$ cat src/rtl/spi_fe_pkg.sv
package spi_fe_pkg;

    typedef enum logic [2:0] {
        OPC_NONE       = 3'd0,
        OPC_ARRAY_RD   = 3'd1,
        OPC_BUF_RD     = 3'd2,
        OPC_PAGE_ERASE = 3'd3,
        OPC_PAGE_PROG  = 3'd4
    } op_class_e;

    typedef enum logic [2:0] {
        ST_IDLE,
        ST_OPCODE,
        ST_ADDR,
        ST_DUMMY,
        ST_DATA,
        ST_SINK
    } fe_state_e;

    typedef struct packed {
        op_class_e cls;
        logic      dummy;
    } op_info_t;

    function automatic op_info_t decode_opcode(input logic [7:0] code);
        op_info_t r;
        r.cls   = OPC_NONE;
        r.dummy = 1'b0;
        case (code)
            8'h0B: begin r.cls = OPC_ARRAY_RD;   r.dummy = 1'b1; end
            8'h03: begin r.cls = OPC_ARRAY_RD;   r.dummy = 1'b0; end
            8'hD4: begin r.cls = OPC_BUF_RD;     r.dummy = 1'b1; end
            8'hD1: begin r.cls = OPC_BUF_RD;     r.dummy = 1'b0; end
            8'h81: begin r.cls = OPC_PAGE_ERASE; r.dummy = 1'b0; end
            8'h82: begin r.cls = OPC_PAGE_PROG;  r.dummy = 1'b0; end
            default: ;
        endcase
        return r;
    endfunction

    function automatic logic class_is_read(input op_class_e c);
        return (c == OPC_ARRAY_RD) || (c == OPC_BUF_RD);
    endfunction

endpackage

$ cat src/rtl/spi_fe_sync.sv
// Oversamples the SPI pins and produces edge pulses in the clk domain.
module spi_fe_sync #(
    parameter int STAGES = 2
) (
    input  logic clk,
    input  logic rst_n,
    input  logic sck_i,
    input  logic cs_n_i,
    input  logic mosi_i,
    output logic sck_rise,
    output logic sck_fall,
    output logic sck_lvl,
    output logic cs_fall,
    output logic cs_n_lvl,
    output logic mosi_lvl
);
    // Reset value {sck, cs_n, mosi}: clock idle high, select seen as
    // asserted so a select held low through reset yields no falling edge.
    localparam logic [2:0] RST_VAL = 3'b100;

    logic [2:0] chain [STAGES];
    logic       sck_prev;
    logic       cs_prev;
    logic [2:0] last;

    always_ff @(posedge clk) begin
        if (!rst_n) begin
            for (int i = 0; i < STAGES; i++) chain[i] <= RST_VAL;
            sck_prev <= 1'b1;
            cs_prev  <= 1'b0;
        end else begin
            chain[0] <= {sck_i, cs_n_i, mosi_i};
            for (int i = 1; i < STAGES; i++) chain[i] <= chain[i-1];
            sck_prev <= last[2];
            cs_prev  <= last[1];
        end
    end

    assign last     = chain[STAGES-1];
    assign sck_lvl  = last[2];
    assign sck_rise = last[2] & ~sck_prev;
    assign sck_fall = ~last[2] & sck_prev;
    assign cs_n_lvl = last[1];
    assign cs_fall  = ~last[1] & cs_prev;
    assign mosi_lvl = last[0];

endmodule

$ cat src/rtl/spi_fe_addr_split.sv
// Splits the 24-bit serial address into page and byte fields.
module spi_fe_addr_split #(
    parameter int PAGE_W     = 10,
    parameter int STD_BYTE_W = 9,
    parameter int BIN_BYTE_W = 8,
    parameter int ADDR_W     = 24
) (
    input  logic [ADDR_W-1:0]     addr,
    input  logic                  std_mode,
    output logic [PAGE_W-1:0]     page,
    output logic [STD_BYTE_W-1:0] byte_idx
);
    localparam int STD_TOP = STD_BYTE_W + PAGE_W - 1;
    localparam int BIN_TOP = BIN_BYTE_W + PAGE_W - 1;
    localparam int PAD     = STD_BYTE_W - BIN_BYTE_W;

    logic unused_addr_bits;
    assign unused_addr_bits = ^addr[ADDR_W-1:STD_TOP+1];

    always_comb begin
        if (std_mode) begin
            page     = addr[STD_TOP:STD_BYTE_W];
            byte_idx = addr[STD_BYTE_W-1:0];
        end else begin
            page     = addr[BIN_TOP:BIN_BYTE_W];
            byte_idx = {{PAD{1'b0}}, addr[BIN_BYTE_W-1:0]};
        end
    end

endmodule

$ cat src/rtl/spi_flash_cmd_frontend.sv
module spi_flash_cmd_frontend
    import spi_fe_pkg::*;
#(
    parameter int PAGE_W      = 10,
    parameter int STD_PAGE    = 264,
    parameter int BIN_PAGE    = 256,
    parameter int ADDR_BYTES  = 3,
    parameter int DUMMY_BYTES = 1,
    parameter int SYNC_STAGES = 2
) (
    input  logic                          clk,
    input  logic                          rst_n,
    input  logic                          sck_i,
    input  logic                          cs_n_i,
    input  logic                          mosi_i,
    input  logic                          std_page_i,
    input  logic [7:0]                    rd_data_i,
    output logic                          miso_o,
    output logic                          miso_oe_o,
    output logic                          mode3_o,
    output logic                          cmd_valid_o,
    output logic [2:0]                    cmd_class_o,
    output logic [PAGE_W-1:0]             page_o,
    output logic [$clog2(STD_PAGE)-1:0]   byte_o
);
    localparam int STD_BYTE_W = $clog2(STD_PAGE);
    localparam int BIN_BYTE_W = $clog2(BIN_PAGE);
    localparam int ADDR_W     = 8 * ADDR_BYTES;
    localparam int DUMMY_W    = 8 * DUMMY_BYTES;
    localparam int CNT_MAX    = (ADDR_W > DUMMY_W) ? ADDR_W : DUMMY_W;
    localparam int CNT_W      = $clog2(CNT_MAX);
    localparam logic [CNT_W-1:0] OP_LAST    = CNT_W'(7);
    localparam logic [CNT_W-1:0] ADDR_LAST  = CNT_W'(ADDR_W - 1);
    localparam logic [CNT_W-1:0] DUMMY_LAST = CNT_W'(DUMMY_W - 1);
    localparam logic [STD_BYTE_W-1:0] STD_LAST = STD_BYTE_W'(STD_PAGE - 1);
    localparam logic [STD_BYTE_W-1:0] BIN_LAST = STD_BYTE_W'(BIN_PAGE - 1);

    logic sck_rise, sck_fall, sck_lvl, cs_fall, cs_n_lvl, mosi_lvl;

    spi_fe_sync #(.STAGES(SYNC_STAGES)) u_sync (
        .clk      (clk),
        .rst_n    (rst_n),
        .sck_i    (sck_i),
        .cs_n_i   (cs_n_i),
        .mosi_i   (mosi_i),
        .sck_rise (sck_rise),
        .sck_fall (sck_fall),
        .sck_lvl  (sck_lvl),
        .cs_fall  (cs_fall),
        .cs_n_lvl (cs_n_lvl),
        .mosi_lvl (mosi_lvl)
    );

    fe_state_e                state, state_nx;
    logic [CNT_W-1:0]         bit_cnt;
    logic [ADDR_W-2:0]        in_sh;
    logic [ADDR_W-1:0]        in_next;
    op_info_t                 op_q, op_new;
    logic [PAGE_W-1:0]        page_q, page_nx, split_page;
    logic [STD_BYTE_W-1:0]    byte_q, byte_nx, split_byte, byte_last;
    logic                     byte_wrap;
    logic                     strobe_q;
    logic                     mode3_q;
    logic [7:0]               out_sh;
    logic [2:0]               out_cnt;
    logic                     last_op_bit, last_addr_bit, last_dummy_bit;

    assign in_next = {in_sh, mosi_lvl};
    assign op_new  = decode_opcode(in_next[7:0]);

    spi_fe_addr_split #(
        .PAGE_W     (PAGE_W),
        .STD_BYTE_W (STD_BYTE_W),
        .BIN_BYTE_W (BIN_BYTE_W),
        .ADDR_W     (ADDR_W)
    ) u_split (
        .addr     (in_next),
        .std_mode (std_page_i),
        .page     (split_page),
        .byte_idx (split_byte)
    );

    assign last_op_bit    = (state == ST_OPCODE) && sck_rise && (bit_cnt == OP_LAST);
    assign last_addr_bit  = (state == ST_ADDR)   && sck_rise && (bit_cnt == ADDR_LAST);
    assign last_dummy_bit = (state == ST_DUMMY)  && sck_rise && (bit_cnt == DUMMY_LAST);

    // Read address advance: page carry only for array reads.
    assign byte_last = std_page_i ? STD_LAST : BIN_LAST;
    assign byte_wrap = (byte_q >= byte_last);
    assign byte_nx   = byte_wrap ? '0 : byte_q + 1'b1;
    assign page_nx   = (op_q.cls == OPC_ARRAY_RD && byte_wrap) ? page_q + 1'b1 : page_q;

    always_comb begin
        state_nx = state;
        if (cs_n_lvl) begin
            state_nx = ST_IDLE;
        end else begin
            unique case (state)
                ST_IDLE:   if (cs_fall) state_nx = ST_OPCODE;
                ST_OPCODE: if (last_op_bit)
                               state_nx = (op_new.cls == OPC_NONE) ? ST_SINK : ST_ADDR;
                ST_ADDR:   if (last_addr_bit)
                               state_nx = op_q.dummy ? ST_DUMMY
                                        : (class_is_read(op_q.cls) ? ST_DATA : ST_SINK);
                ST_DUMMY:  if (last_dummy_bit) state_nx = ST_DATA;
                ST_DATA:   state_nx = ST_DATA;
                ST_SINK:   state_nx = ST_SINK;
                default:   state_nx = ST_IDLE;
            endcase
        end
    end

    always_ff @(posedge clk) begin
        if (!rst_n) state <= ST_IDLE;
        else        state <= state_nx;
    end

    always_ff @(posedge clk) begin
        if (!rst_n) begin
            bit_cnt  <= '0;
            in_sh    <= '0;
            op_q     <= '{cls: OPC_NONE, dummy: 1'b0};
            page_q   <= '0;
            byte_q   <= '0;
            strobe_q <= 1'b0;
            mode3_q  <= 1'b1;
            out_sh   <= '0;
            out_cnt  <= '0;
        end else begin
            strobe_q <= 1'b0;
            if (cs_fall) begin
                mode3_q <= sck_lvl;
                bit_cnt <= '0;
                out_sh  <= '0;
                out_cnt <= '0;
            end else if (!cs_n_lvl) begin
                case (state)
                    ST_OPCODE: if (sck_rise) begin
                        in_sh <= in_next[ADDR_W-2:0];
                        if (bit_cnt == OP_LAST) begin
                            bit_cnt <= '0;
                            op_q    <= op_new;
                        end else bit_cnt <= bit_cnt + 1'b1;
                    end
                    ST_ADDR: if (sck_rise) begin
                        in_sh <= in_next[ADDR_W-2:0];
                        if (bit_cnt == ADDR_LAST) begin
                            bit_cnt  <= '0;
                            page_q   <= split_page;
                            byte_q   <= split_byte;
                            strobe_q <= ~op_q.dummy;
                        end else bit_cnt <= bit_cnt + 1'b1;
                    end
                    ST_DUMMY: if (sck_rise) begin
                        if (bit_cnt == DUMMY_LAST) begin
                            bit_cnt  <= '0;
                            strobe_q <= 1'b1;
                        end else bit_cnt <= bit_cnt + 1'b1;
                    end
                    ST_DATA: if (sck_fall) begin
                        out_sh  <= (out_cnt == 3'd0) ? rd_data_i : {out_sh[6:0], 1'b0};
                        out_cnt <= out_cnt + 1'b1;
                        if (out_cnt == 3'd7) begin
                            byte_q <= byte_nx;
                            page_q <= page_nx;
                        end
                    end
                    default: ;
                endcase
            end
        end
    end

    assign miso_oe_o   = (state == ST_DATA);
    assign miso_o      = miso_oe_o & out_sh[7];
    assign mode3_o     = mode3_q;
    assign cmd_valid_o = strobe_q;
    assign cmd_class_o = op_q.cls;
    assign page_o      = page_q;
    assign byte_o      = byte_q;

    AST_OE_DESELECT: assert property (@(posedge clk) disable iff (!rst_n)
        cs_n_lvl |=> !miso_oe_o);

    AST_NO_STROBE_DESELECT: assert property (@(posedge clk) disable iff (!rst_n)
        cs_n_lvl |=> !cmd_valid_o);

    AST_STROBE_PULSE: assert property (@(posedge clk) disable iff (!rst_n)
        cmd_valid_o |=> !cmd_valid_o);

    AST_MODE_HOLD: assert property (@(posedge clk) disable iff (!rst_n)
        !cs_fall |=> $stable(mode3_o));

    AST_OE_AFTER_STROBE: assert property (@(posedge clk) disable iff (!rst_n)
        $rose(miso_oe_o) |-> cmd_valid_o);

endmodule

$ cat config.mk
export PLATFORM = sky130hd
export DESIGN_NAME = spi_flash_cmd_frontend
export DESIGN_NICKNAME = d
export VERILOG_FILES = /design/src/rtl/spi_fe_pkg.sv /design/src/rtl/spi_fe_sync.sv /design/src/rtl/spi_fe_addr_split.sv /design/src/rtl/spi_flash_cmd_frontend.sv
export SDC_FILE = /design/constraint.sdc
export NUM_CORES = 1
export LEC_CHECK = 0
export ABC_AREA = 0
export BUFFER_PORTS_ARGS = -buffer_cell sky130_fd_sc_hd__buf_2
export CORE_ASPECT_RATIO = 0.5
export CORE_MARGIN = 1
export CORE_UTILIZATION = 35
export DETAILED_ROUTE_END_ITERATION = 10
export GPL_TIMING_DRIVEN = 0
export HOLD_SLACK_MARGIN = 0.08
export PLACE_DENSITY_LB_ADDON = 0.15
export SYNTH_ARGS = -nofsm -noshare
export SYNTH_HDL_FRONTEND = slang
export SYNTH_SLANG_ARGS = --single-unit
$ cat constraint.sdc
create_clock -name clk -period 2.58 [get_ports clk]
set_input_delay 0.258 -clock clk [delete_from_list [all_inputs] [get_ports clk]]
set_output_delay 0.258 -clock clk [all_outputs]
set_load 0.02 [all_outputs]
==> qor.log, run 1 <==
qor: routing.ant_nets 0
qor: yosys.synth_top_cell_by_area sky130_fd_sc_hd__dfxtp_1
qor: setup_path.critical_path.cell_chain or3b_1, inv_2, nand4_1, and2_1, buf_2, or3_1, buf_2, o221a_1
qor: clock_tree.numClockSinks 70
qor: yosys.synthArstFlopShare 0
qor: setup_path.cpLargestDelayFamily simple AND/OR/NAND/NOR gates
qor: timing.setup_tns 0 ns
qor: yosys.synth_commonest_cells sky130_fd_sc_hd__dfxtp_1 (70), sky130_fd_sc_hd__nor2_1 (55), sky130_fd_sc_hd__mux2i_1 (40)
qor: run_status.run_status completed
qor: clock_tree.clock_tree.buffer_depth 2
qor: yosys.synth_largest_type_area_fraction 0.372
qor: yosys.ys_seq_area_frac 0.372
qor: floorplan.io-pin-count 40
qor: setup_path.timing.rr.start state[2]
qor: timing.grt_setup_unrepaired false
qor: power.pwr-share-comb 0.031
qor: yosys.synth_area_per_cell 8.66 µm²
qor: setup_path.path_buf_inv 3
qor: yosys.post_synth_inst_count 435
qor: timing.finalClockSkew 0.00675 ns
qor: setup_path.critical-path-slowest-cell sky130_fd_sc_hd__dfxtp_1
qor: power.power.share.sequential 0.426
qor: placement.place_congestion 0.771
qor: setup_path.required 2.80 ns
qor: floorplan.core-area 10300 µm²
qor: yosys.syn-num-nets 461
qor: timing.fin_max_slew_vios 0
qor: yosys.post_synth_instance_area 3770 µm²
qor: clock_tree.clkLatencyLatePin 0.34 ns
qor: setup_path.path_max_fanout 8
qor: power.p_int 2.01 mW
qor: routing.routed_wl 9610 µm
qor: setup_path.start_kind flip-flop
qor: power.net-switching-power 0.541 mW
qor: setup_path.worstSetupStartpoint state[2]
qor: floorplan.floorplan.initialDensity 0.364
qor: grt.number_of_antenna_violations_at_the_first_check_in_global_routing 0
qor: yosys.ys_types 65
qor: grt.grt_start_max_net_pins 19
qor: hold_path.timing.hold.worst_path_depth 2
qor: grt.global_route_wire_length_before_repair 15800 µm
qor: power.power.switching_fraction 0.212
qor: timing.slew_headroom 0.491
qor: yosys.count_of_flip_flops_with_a_built_in_enable_after_synthesis 0
qor: routing.route.detailed.drc 0
qor: clock_tree.postCtsHoldBufs 0
qor: placement.standard_cell_area_after_detailed_placement 4130 µm²
qor: yosys.synth-seq-cells 70
qor: routing.routedWlPerCell 15.3 µm
qor: timing.number_of_hold_slack_violations_in_the_final_timing_report 0
qor: placement.dp_worst_setup_slack -0.444 ns
qor: floorplan.rows 26
qor: run.drv.max_cap_violation_count 0
qor: setup_path.worstSetupEndpointType flip-flop
qor: placement.place.port_buffers 38
qor: grt.grt_overflow_total 0
qor: yosys.netlist_top_cells_area sky130_fd_sc_hd__dfxtp_1 (37%), sky130_fd_sc_hd__mux2i_1 (11%), sky130_fd_sc_hd__nor2_1 (5.5%), sky130_fd_sc_hd__ha_1 (4.0%), sky130_fd_sc_hd__nand2_1 (3.4%)
qor: setup_path.rr_endpoint page_o[4]
qor: yosys.synthMostInstantiatedCell sky130_fd_sc_hd__dfxtp_1
qor: clock_tree.clk_transition_reported_paths 0.06 ns
qor: finish.layout-drive-gt1-share 0.156
qor: power.power-per-cell-area 572 nW/µm²
qor: timing.worstMarginPinSlew 0.758 ns
qor: hold_path.hold_path_end u_sync.chain[0][2]
qor: floorplan.die_height 75.4 µm
qor: timing.final_period_minus_worst_setup_slack 2.44 ns
qor: setup_path.timing.critical_path.slowest_cell_delay 0.44 ns
qor: setup_path.worst_r2r_path_depth 8
qor: clock_tree.tritoncts.num_buffers 9
qor: timing.max_freq 410 MHz
qor: setup_path.cp.arrival 2.66 ns
qor: grt.first_global_vias 2982
qor: routing.detail_route.iter0.violations 204
qor: yosys.yosys_warnings 0
qor: clock_tree.cts_max_level 3
qor: hold_path.hold_wc_startpoint sck_i
qor: floorplan.die_width 149 µm
qor: finish.diodes 0
qor: timing.hold-worst-slack 0.100 ns
qor: setup_path.ff2ff_setup_slack 0.14 ns
qor: power.total_leakage_power 1.97 nW
qor: finish.postLayoutCoreUtil 0.432
qor: finish.synthToLayoutAreaGrowth 18.6%
qor: clock_tree.clock_tree.root_cell sky130_fd_sc_hd__clkbuf_16
qor: setup_path.criticalPathCategory flip-flop to flip-flop
qor: floorplan.die_area 11200 µm²
qor: placement.dp_hpwl 6950 µm
qor: timing.timing.final.setup_violations 0
qor: finish.layout.cell_area.non_filler 4470 µm²
qor: timing.final_critical_path_setup_slack 0.144 ns
qor: timing.min_period_over_period 0.944
qor: routing.detailroute.via_count 3293
qor: hold_path.hold_path_class input port to flip-flop
qor: yosys.synth_ff_type sky130_fd_sc_hd__dfxtp_1
qor: grt.track_usage 0.184
qor: routing.routed_via_density 5.24
qor: power.pwr-share-clk 0.542
qor: power.worst_ir_drop_vdd 0.000352 V
qor: finish.nNetsFinal 509
qor: routing.drtPass1Iterations 5
qor: clock_tree.tritoncts_clock_tree yes
qor: setup_path.critical-path-top-cell-by-count sky130_fd_sc_hd__buf_2
[logic make-up (layout without fill, tap and decap cells)]
group / Yosys count / after routing / share of synthesized area
AO/OA/AOI/OAI: 92 / 92 / 0.183
multiplexers: 40 / 40 / 0.106
buffers and inverters: 40 / 93 / 0.0465
flip-flops: 70 / 70 / 0.372
XOR/XNOR: 10 / 10 / 0.0233
adder cells (fa/ha/maj): 12 / 12 / 0.0399
AND/OR/NAND/NOR: 171 / 171 / 0.229
[how the worst max path moves through the flow]
| stage | end | slack [ns] | depth (start not counted) |
|---|---|---|---|
| after global routing | page_o[4] | 0.02 | 8 |
| after detailed placement | byte_o[3] | -0.44 | 10 |
| final | page_o[4] | 0.14 | 8 |
| after CTS | page_o[9] | 0.13 | 8 |
| after floorplan | page_o[1] | 0.23 | 9 |
| after global placement | byte_o[3] | -0.46 | 10 |
[final cells by class]
cell class / instances / area, µm²
Buffer: 30 / 139
Tap cell: 140 / 175
Clock inverter: 5 / 81.3
Fill cell: 1057 / 5880
Multi-Input combinational cell: 325 / 2190
Inverter: 9 / 33.8
Clock buffer: 11 / 253
Timing Repair Buffer: 38 / 190
Sequential cell: 70 / 1400
[sequential cells by signal, summed over array words and instances (netlist names)]
register         cells
bit_cnt              5
byte_o               9
cmd_class_o          3
cmd_valid_o          1
in_sh               18
mode3_o              1
op_q                 1
out_cnt              3
out_sh               8
page_o              10
state                3
u_sync.chain         6
u_sync.cs_prev       1
u_sync.sck_prev      1
[stage by stage]
step | power (mW) | instances
3_5_place_dp | 1.19 | 613
2_1_floorplan | 1.16 | 435
4_1_cts | 2.58 | 628
5_1_grt | 2.64 | 628
6_report | 2.56 | 628
3_3_place_gp | 1.19 | 613
[metal layers]
metal	GRT usage	up-vias	wire, µm
li1	-	1690	-
met1	0.267	1539	5270
met2	0.273	58	3810
met3	0.0455	6	475
met4	0.0481	0	54
met5	0	-	0
[repair_timing]
| item | CTS | global route |
|---|---|---|
| setup endpoints to repair | 14 | 4 |
| gates resized for setup | 0 | 3 |
| buffers inserted | 0 | 0 |
| pin swaps | 0 | 0 |
[cell usage in the layout, fill, tap and decap left out, types with 3 or more instances in the layout]
master                      count
sky130_fd_sc_hd__nand2_1       34
sky130_fd_sc_hd__o21ai_1        6
sky130_fd_sc_hd__nand2b_1      11
sky130_fd_sc_hd__a221oi_1       4
sky130_fd_sc_hd__nor3_1         9
sky130_fd_sc_hd__and4_1         4
sky130_fd_sc_hd__xor2_1         7
sky130_fd_sc_hd__o311ai_0       3
sky130_fd_sc_hd__ha_1          12
sky130_fd_sc_hd__o21ai_0        7
sky130_fd_sc_hd__o22ai_1        3
sky130_fd_sc_hd__nand3_1       12
sky130_fd_sc_hd__a21oi_1       18
sky130_fd_sc_hd__and2_1         7
sky130_fd_sc_hd__buf_2         46
sky130_fd_sc_hd__nor2_1        55
sky130_fd_sc_hd__nor2b_1        7
sky130_fd_sc_hd__a22oi_1        5
sky130_fd_sc_hd__xnor2_1        3
sky130_fd_sc_hd__and3_1         3
sky130_fd_sc_hd__inv_1          8
sky130_fd_sc_hd__clkbuf_16      9
sky130_fd_sc_hd__buf_4          4
sky130_fd_sc_hd__nor4_1         5
sky130_fd_sc_hd__a211oi_1       9
sky130_fd_sc_hd__a31oi_1        3
sky130_fd_sc_hd__clkbuf_1      17
sky130_fd_sc_hd__dfxtp_1       70
sky130_fd_sc_hd__nand4_1        6
sky130_fd_sc_hd__o311ai_1       3
sky130_fd_sc_hd__mux2i_1       40
[power by group through the flow]
stage	sequential [mW]	combinational, mW	clock (mW)
6_report	1.09	0.0800	1.39
5_1_grt	1.09	0.0894	1.46
2_1_floorplan	1.11	0.0509	0
3_3_place_gp	1.11	0.0810	0
3_5_place_dp	1.11	0.0811	0
4_1_cts	1.09	0.0806	1.41
[worst register-to-register path, delay by kind of cell (launching register included)]
kind                   cells  cell delay, ns
AO/OA/AOI/OAI              1            0.23
buffers and inverters      3            0.48
AND/OR/NAND/NOR            4            1.18
flip-flops                 1            0.44
Note: power is estimated with default switching activity, not from simulation.
==> run 2, diff against run 1 <==
CORE_MARGIN = 2   (was 1)
REMOVE_ABC_BUFFERS = 1   (was default)
==> qor.log, run 2 (synthesized netlist as in run 1, its figures left out) <==
qor: run_status.run_status completed
qor: placement.standard_cell_area_after_detailed_placement 4010 µm² [-2.9%]
qor: setup_path.path_buf_inv 1 [-2]
qor: timing.worstMarginPinSlew 1.27 ns [+0.508 ns]
qor: power.total_leakage_power 1.91 nW [-3.1%]
qor: placement.dp_hpwl 5880 µm [-15%]
qor: setup_path.timing.critical_path.depth 6 [-2]
qor: run.drv.max_cap_violation_count 0 [unchanged]
qor: finish.mostFrequentLayoutCells sky130_fd_sc_hd__dfxtp_1 (69), sky130_fd_sc_hd__nor2_1 (55), sky130_fd_sc_hd__mux2i_1 (40)
qor: placement.place.port_buffers 39 [+2.6%]
qor: clock_tree.clock_tree.root_cell sky130_fd_sc_hd__clkbuf_16
qor: floorplan.io-pin-count 40 [unchanged]
qor: routing.detailroute.via_count 3296 [+0.091%]
qor: hold_path.timing.hold.worst_path_depth 2 [unchanged]
qor: clock_tree.tritoncts_clock_tree yes
qor: finish.postLayoutCoreUtil 0.421 [-0.0114]
qor: setup_path.cp.arrival 2.68 ns [+0.02 ns]
qor: clock_tree.postCtsHoldBufs 0 [unchanged]
qor: power.net-switching-power 0.505 mW [-6.8%]
qor: placement.place_congestion 0.765 [-0.75%]
qor: finish.diodes 0 [unchanged]
qor: grt.grt_start_max_net_pins 38 [+19]
qor: setup_path.timing.critical_path.slowest_cell_delay 0.51 ns [+0.07 ns]
qor: timing.slew_headroom 0.154 [-0.337]
qor: finish.leading_cell_type_in_the_layout_fill_and_taps_excluded sky130_fd_sc_hd__dfxtp_1
qor: routing.detail_route.iter0.violations 278 [+36%]
qor: setup_path.path_max_fanout 17 [+9]
qor: power.power.switching_fraction 0.214 [+0.00210]
qor: routing.ant_nets 0 [unchanged]
qor: floorplan.die_height 77.4 µm [+2.7%]
qor: grt.global_route_wire_length_before_repair 15300 µm [-3.3%]
qor: routing.routedWlPerCell 15.4 µm [+0.50%]
qor: setup_path.worst_r2r_path_depth 6 [-2]
qor: grt.first_global_vias 2998 [+0.54%]
qor: floorplan.rows 26 [unchanged]
qor: routing.route.detailed.drc 0 [unchanged]
qor: grt.track_usage 0.165 [-0.0192]
qor: routing.routed_via_density 5.45 [+3.9%]
qor: finish.max_flop_register in_sh
qor: finish.nNetsFinal 486 [-4.5%]
qor: finish.synthToLayoutAreaGrowth 15.5%
qor: setup_path.critical_path.cell_chain or3b_4, inv_4, nand4_1, and2_4, or3_4, o221a_1
qor: floorplan.core-area 10300 µm² [unchanged]
qor: power.p_int 1.85 mW [-7.9%]
qor: routing.routed_wl 9300 µm [-3.2%]
qor: timing.max_freq 407 MHz [-0.84%]
qor: setup_path.required 2.80 ns [about the same]
qor: setup_path.critical-path-slowest-cell sky130_fd_sc_hd__or3b_4
qor: hold_path.hold_path_class input port to flip-flop
qor: finish.nFillCells 1081 [+2.3%]
qor: power.total_power 2.36 mW [-7.7%]
qor: setup_path.start_kind flip-flop
qor: power.power-per-cell-area 542 nW/µm² [-5.2%]
qor: timing.finalClockSkew 0.00929 ns [+0.00254 ns]
qor: power.pwr-share-clk 0.507 [-0.035]
qor: setup_path.criticalPathCategory flip-flop to flip-flop
qor: power.worst_ir_drop_vdd 0.000335 V [-5.0%]
qor: finish.layout-drive-gt1-share 0.155 [-0.000899]
qor: clock_tree.clk_transition_reported_paths 0.05 ns [about the same]
qor: timing.grt_setup_unrepaired false
qor: grt.number_of_antenna_violations_at_the_first_check_in_global_routing 0 [unchanged]
qor: timing.final_critical_path_setup_slack 0.123 ns [-0.0207 ns]
qor: timing.fin_max_slew_vios 0 [unchanged]
qor: timing.final_period_minus_worst_setup_slack 2.46 ns [+0.0207 ns]
qor: setup_path.worstSetupEndpointType flip-flop
qor: finish.largest_register_ffs 18 [unchanged]
qor: grt.grt_overflow_total 0 [unchanged]
qor: clock_tree.cts_max_level 3 [unchanged]
qor: setup_path.cpLargestDelayFamily simple AND/OR/NAND/NOR gates
qor: power.power.share.sequential 0.464 [+0.038]
qor: power.pwr-share-comb 0.029 [-0.002]
qor: floorplan.die_width 151 µm [+1.3%]
qor: clock_tree.numClockSinks 70 [unchanged]
qor: clock_tree.clock_tree.buffer_depth 2 [unchanged]
qor: clock_tree.clkLatencyLatePin 0.33 ns [about the same]
qor: placement.dp_worst_setup_slack -0.996 ns [-0.553 ns]
qor: floorplan.die_area 11700 µm² [+4.0%]
qor: timing.number_of_hold_slack_violations_in_the_final_timing_report 0 [unchanged]
qor: finish.layout.cell_area.non_filler 4350 µm² [-2.6%]
qor: clock_tree.tritoncts.num_buffers 9 [unchanged]
qor: timing.hold-worst-slack 0.120 ns [+0.0195 ns]
qor: timing.min_period_over_period 0.952 [+0.00804]
qor: routing.drtPass1Iterations 5 [unchanged]
qor: floorplan.floorplan.initialDensity 0.364 [unchanged]
qor: timing.timing.final.setup_violations 0 [unchanged]
-- run 2: changes by cell type in the layout (fill, tap and decap cells not counted), moves of 2 or more --
cell	before	now
sky130_fd_sc_hd__clkbuf_1	17	2
sky130_fd_sc_hd__clkbuf_8	2	0
sky130_fd_sc_hd__buf_2	46	39
sky130_fd_sc_hd__clkinv_2	1	4
-- run 2: area by class of cell --
type,count,area [µm²],share of cell area
flip-flops and latches,70,1400,0.322
clock buffers,11,233,0.0535
clock inverters,5,50.0,0.0115
repair buffers,43,229,0.0526
multi-input cells,327,2220,0.511
inverters,9,36.3,0.00834
well taps,140,175,0.0403
-- run 2: worst paths after layout --
check                     start                 end  slack (ns)
max                    state[2]           page_o[4]        0.12
max reg2reg            state[2]           page_o[4]        0.12
min                       sck_i  u_sync.chain[0][2]        0.12
min reg2reg  u_sync.chain[0][2]  u_sync.chain[0][5]        0.41
-- run 2: repair_timing --
item | in CTS | in global routing
cloned | 1 | 1
gates resized for setup | 6 | 1
pin swaps | 1 | 1
hold endpoints to repair | 0 | 0
endpoints found under the setup margin | 28 | 15
buffers inserted | 2 | 1
-- run 2: power groups by stage --
stage	registers, mW	logic [mW]	clock network [mW]
5_1_grt	1.09	0.0774	1.27
2_1_floorplan	1.12	0.0356	0
3_3_place_gp	1.12	0.0686	0
4_1_cts	1.09	0.0697	1.23
3_5_place_dp	1.12	0.0693	0
6_report	1.09	0.0688	1.20
-- run 2: metal layers --
metal  GRT usage  part of all wire  routed length, µm
met4      0.0458             0.013                119
met2       0.240              0.41               3790
met5           0                 0                  0
met3      0.0465             0.063                585
met1       0.238              0.52               4810
-- run 2: per-stage QoR --
step	TNS, ns	cells
6_report	0	605
5_1_grt	0	605
4_1_cts	0	603
3_5_place_dp	-14.46	584
3_3_place_gp	-26.79	583
2_1_floorplan	-3.21	404
==> run 3, diff against run 2 <==
==> constraint.sdc (replaced) <==
create_clock -name clk -period 2.58 [get_ports clk]
set_input_delay 0 -clock clk [delete_from_list [all_inputs] [get_ports clk]]
set_output_delay 0 -clock clk [all_outputs]
set_load 0.02 [all_outputs]
==> qor.log, run 3 (synthesized netlist as in run 1, its figures left out) <==
qor: setup_path.start_kind flip-flop
qor: grt.grt_overflow_total 0 [unchanged]
qor: routing.detailroute.via_count 3337 [+1.2%]
qor: floorplan.die_height 77.4 µm [unchanged]
qor: finish.nFillCells 1070 [-1.0%]
qor: placement.dp_worst_setup_slack -0.996 ns [unchanged]
qor: finish.largest_register_ffs 18 [unchanged]
qor: finish.diodes 0 [unchanged]
qor: finish.max_flop_register in_sh
qor: timing.max_freq 406 MHz [-0.34%]
qor: setup_path.path_buf_inv 1 [unchanged]
qor: routing.drtPass1Iterations 4 [-1]
qor: placement.place_congestion 0.765 [unchanged]
qor: hold_path.hold_path_class input port to flip-flop
qor: setup_path.worst_r2r_path_depth 6 [unchanged]
qor: routing.route.detailed.drc 0 [unchanged]
qor: routing.routedWlPerCell 15.3 µm [-0.20%]
qor: clock_tree.cts_max_level 3 [unchanged]
qor: routing.routed_wl 9450 µm [+1.6%]
qor: timing.number_of_hold_slack_violations_in_the_final_timing_report 0 [unchanged]
qor: setup_path.critical_path.cell_chain or3b_4, inv_4, nand4_1, and2_4, or3_4, o221a_1
qor: timing.worstMarginPinSlew 1.24 ns [-0.0283 ns]
qor: setup_path.cp.arrival 2.69 ns [about the same]
qor: timing.fin_max_slew_vios 0 [unchanged]
qor: finish.number_of_cells_in_the_finished_layout_apart_from_fillers 616 [+1.8%]
qor: timing.grt_setup_unrepaired false
qor: power.worst_ir_drop_vdd 0.000337 V [+0.59%]
qor: setup_path.timing.critical_path.slowest_cell_delay 0.50 ns [about the same]
qor: placement.post-place-cells 584 [unchanged]
qor: timing.hold-worst-slack 0.155 ns [+0.0348 ns]
qor: clock_tree.clock_tree.root_cell sky130_fd_sc_hd__clkbuf_16
qor: floorplan.rows 26 [unchanged]
qor: floorplan.die_area 11700 µm² [unchanged]
qor: setup_path.timing.critical_path.depth 6 [unchanged]
qor: timing.final_period_minus_worst_setup_slack 2.47 ns [+0.00846 ns]
qor: grt.first_global_vias 3036 [+1.3%]
qor: clock_tree.tritoncts.num_buffers 9 [unchanged]
qor: run.drv.max_cap_violation_count 0 [unchanged]
qor: timing.slew_headroom 0.173 [+0.0189]
qor: setup_path.cpLargestDelayFamily simple AND/OR/NAND/NOR gates
qor: timing.timing.final.setup_violations 0 [unchanged]
qor: finish.nNetsFinal 497 [+2.3%]
qor: routing.routed_via_density 5.42 [-0.56%]
qor: power.total_leakage_power 1.95 nW [+2.4%]
qor: power.power-per-cell-area 533 nW/µm² [-1.7%]
qor: clock_tree.numClockSinks 70 [unchanged]
qor: routing.detail_route.iter0.violations 237 [-15%]
qor: floorplan.core-area 10300 µm² [unchanged]
qor: grt.global_route_wire_length_before_repair 15400 µm [+0.64%]
qor: routing.ant_nets 0 [unchanged]
qor: grt.track_usage 0.166 [+0.00101]
qor: clock_tree.clk_transition_reported_paths 0.05 ns [about the same]
qor: timing.final_critical_path_setup_slack 0.115 ns [-0.00846 ns]
qor: setup_path.required 2.80 ns [about the same]
qor: power.total_power 2.38 mW [+0.78%]
qor: placement.standard_cell_area_after_detailed_placement 4010 µm² [unchanged]
qor: timing.min_period_over_period 0.956 [+0.00328]
qor: timing.finalClockSkew 0.00966 ns [+0.000363 ns]
qor: finish.synthToLayoutAreaGrowth 18.4%
qor: grt.number_of_antenna_violations_at_the_first_check_in_global_routing 0 [unchanged]
qor: finish.mostFrequentLayoutCells sky130_fd_sc_hd__dfxtp_1 (69), sky130_fd_sc_hd__nor2_1 (55), sky130_fd_sc_hd__mux2i_1 (40)
qor: floorplan.die_width 151 µm [unchanged]
qor: grt.grt_start_max_net_pins 38 [unchanged]
qor: finish.layout-drive-gt1-share 0.151 [-0.00358]
qor: clock_tree.clkLatencyLatePin 0.33 ns [about the same]
qor: setup_path.path_max_fanout 17 [unchanged]
qor: placement.dp_hpwl 5880 µm [unchanged]
qor: finish.leading_cell_type_in_the_layout_fill_and_taps_excluded sky130_fd_sc_hd__dfxtp_1
qor: floorplan.io-pin-count 40 [unchanged]
qor: placement.place.port_buffers 39 [unchanged]
qor: clock_tree.clock_tree.buffer_depth 2 [unchanged]
qor: setup_path.criticalPathCategory flip-flop to flip-flop
qor: clock_tree.tritoncts_clock_tree yes
qor: setup_path.critical-path-slowest-cell sky130_fd_sc_hd__dfxtp_1
qor: hold_path.timing.hold.worst_path_depth 2 [unchanged]
qor: floorplan.floorplan.initialDensity 0.364 [unchanged]
qor: run_status.run_status completed
qor: finish.layout.cell_area.non_filler 4460 µm² [+2.5%]
qor: setup_path.worstSetupEndpointType flip-flop
## run 3: changes by cell type in the layout (fill, tap and decap cells not counted)
cell | previous run | this run
sky130_fd_sc_hd__dlygate4sd3_1 | 0 | 11
## run 3: final cells by class
| type | count | area (µm²) | area share |
|---|---|---|---|
| multi-input combinational | 327 | 2220 | 0.499 |
| sequential | 70 | 1400 | 0.314 |
| timing repair buffer | 54 | 339 | 0.0760 |
| clock buffer | 11 | 233 | 0.0522 |
| tap | 140 | 175 | 0.0393 |
| clock inverter | 5 | 50.0 | 0.0112 |
| inverter | 9 | 36.3 | 0.00813 |
## run 3: layer usage
layer	up-vias	wire length, µm	global-route usage
met2	86	3880	0.245
met4	0	104	0.0458
met3	12	575	0.0459
li1	1666	-	-
met5	-	0	0
met1	1573	4890	0.237
## run 3: report_power, final
group / switching, mW / internal, mW / leakage, nW
logic: 0.0455 / 0.0359 / 1.24
registers: 0.00693 / 1.09 / 0.566
clock network: 0.460 / 0.742 / 0.143
## run 3: stage by stage
step / setup TNS [ns] / utilization
after floorplan: -3.21 / -
after global placement: -26.78 / 0.386
after detailed placement: -14.45 / 0.388
after CTS: 0 / 0.429
after global routing: 0 / 0.431
final: 0 / 0.431
## run 3: path summary, 6_finish.rpt
path	start	to	slack, ns
setup reg to reg	state[2]	page_o[4]	0.11
hold / removal	rst_n	mode3_o	0.15
setup / recovery	state[2]	page_o[4]	0.11
hold reg to reg	u_sync.chain[0][2]	u_sync.chain[0][5]	0.41
## run 3: repair_timing
| action | in CTS | in global routing |
|---|---|---|
| endpoints found under the hold margin | 11 | 0 |
| resized for setup | 6 | 1 |
| cloned | 1 | 1 |
| pin swaps | 1 | 1 |
| hold buffers | 11 | 0 |
| buffers inserted | 2 | 1 |
| endpoints found under the setup margin | 27 | 13 |
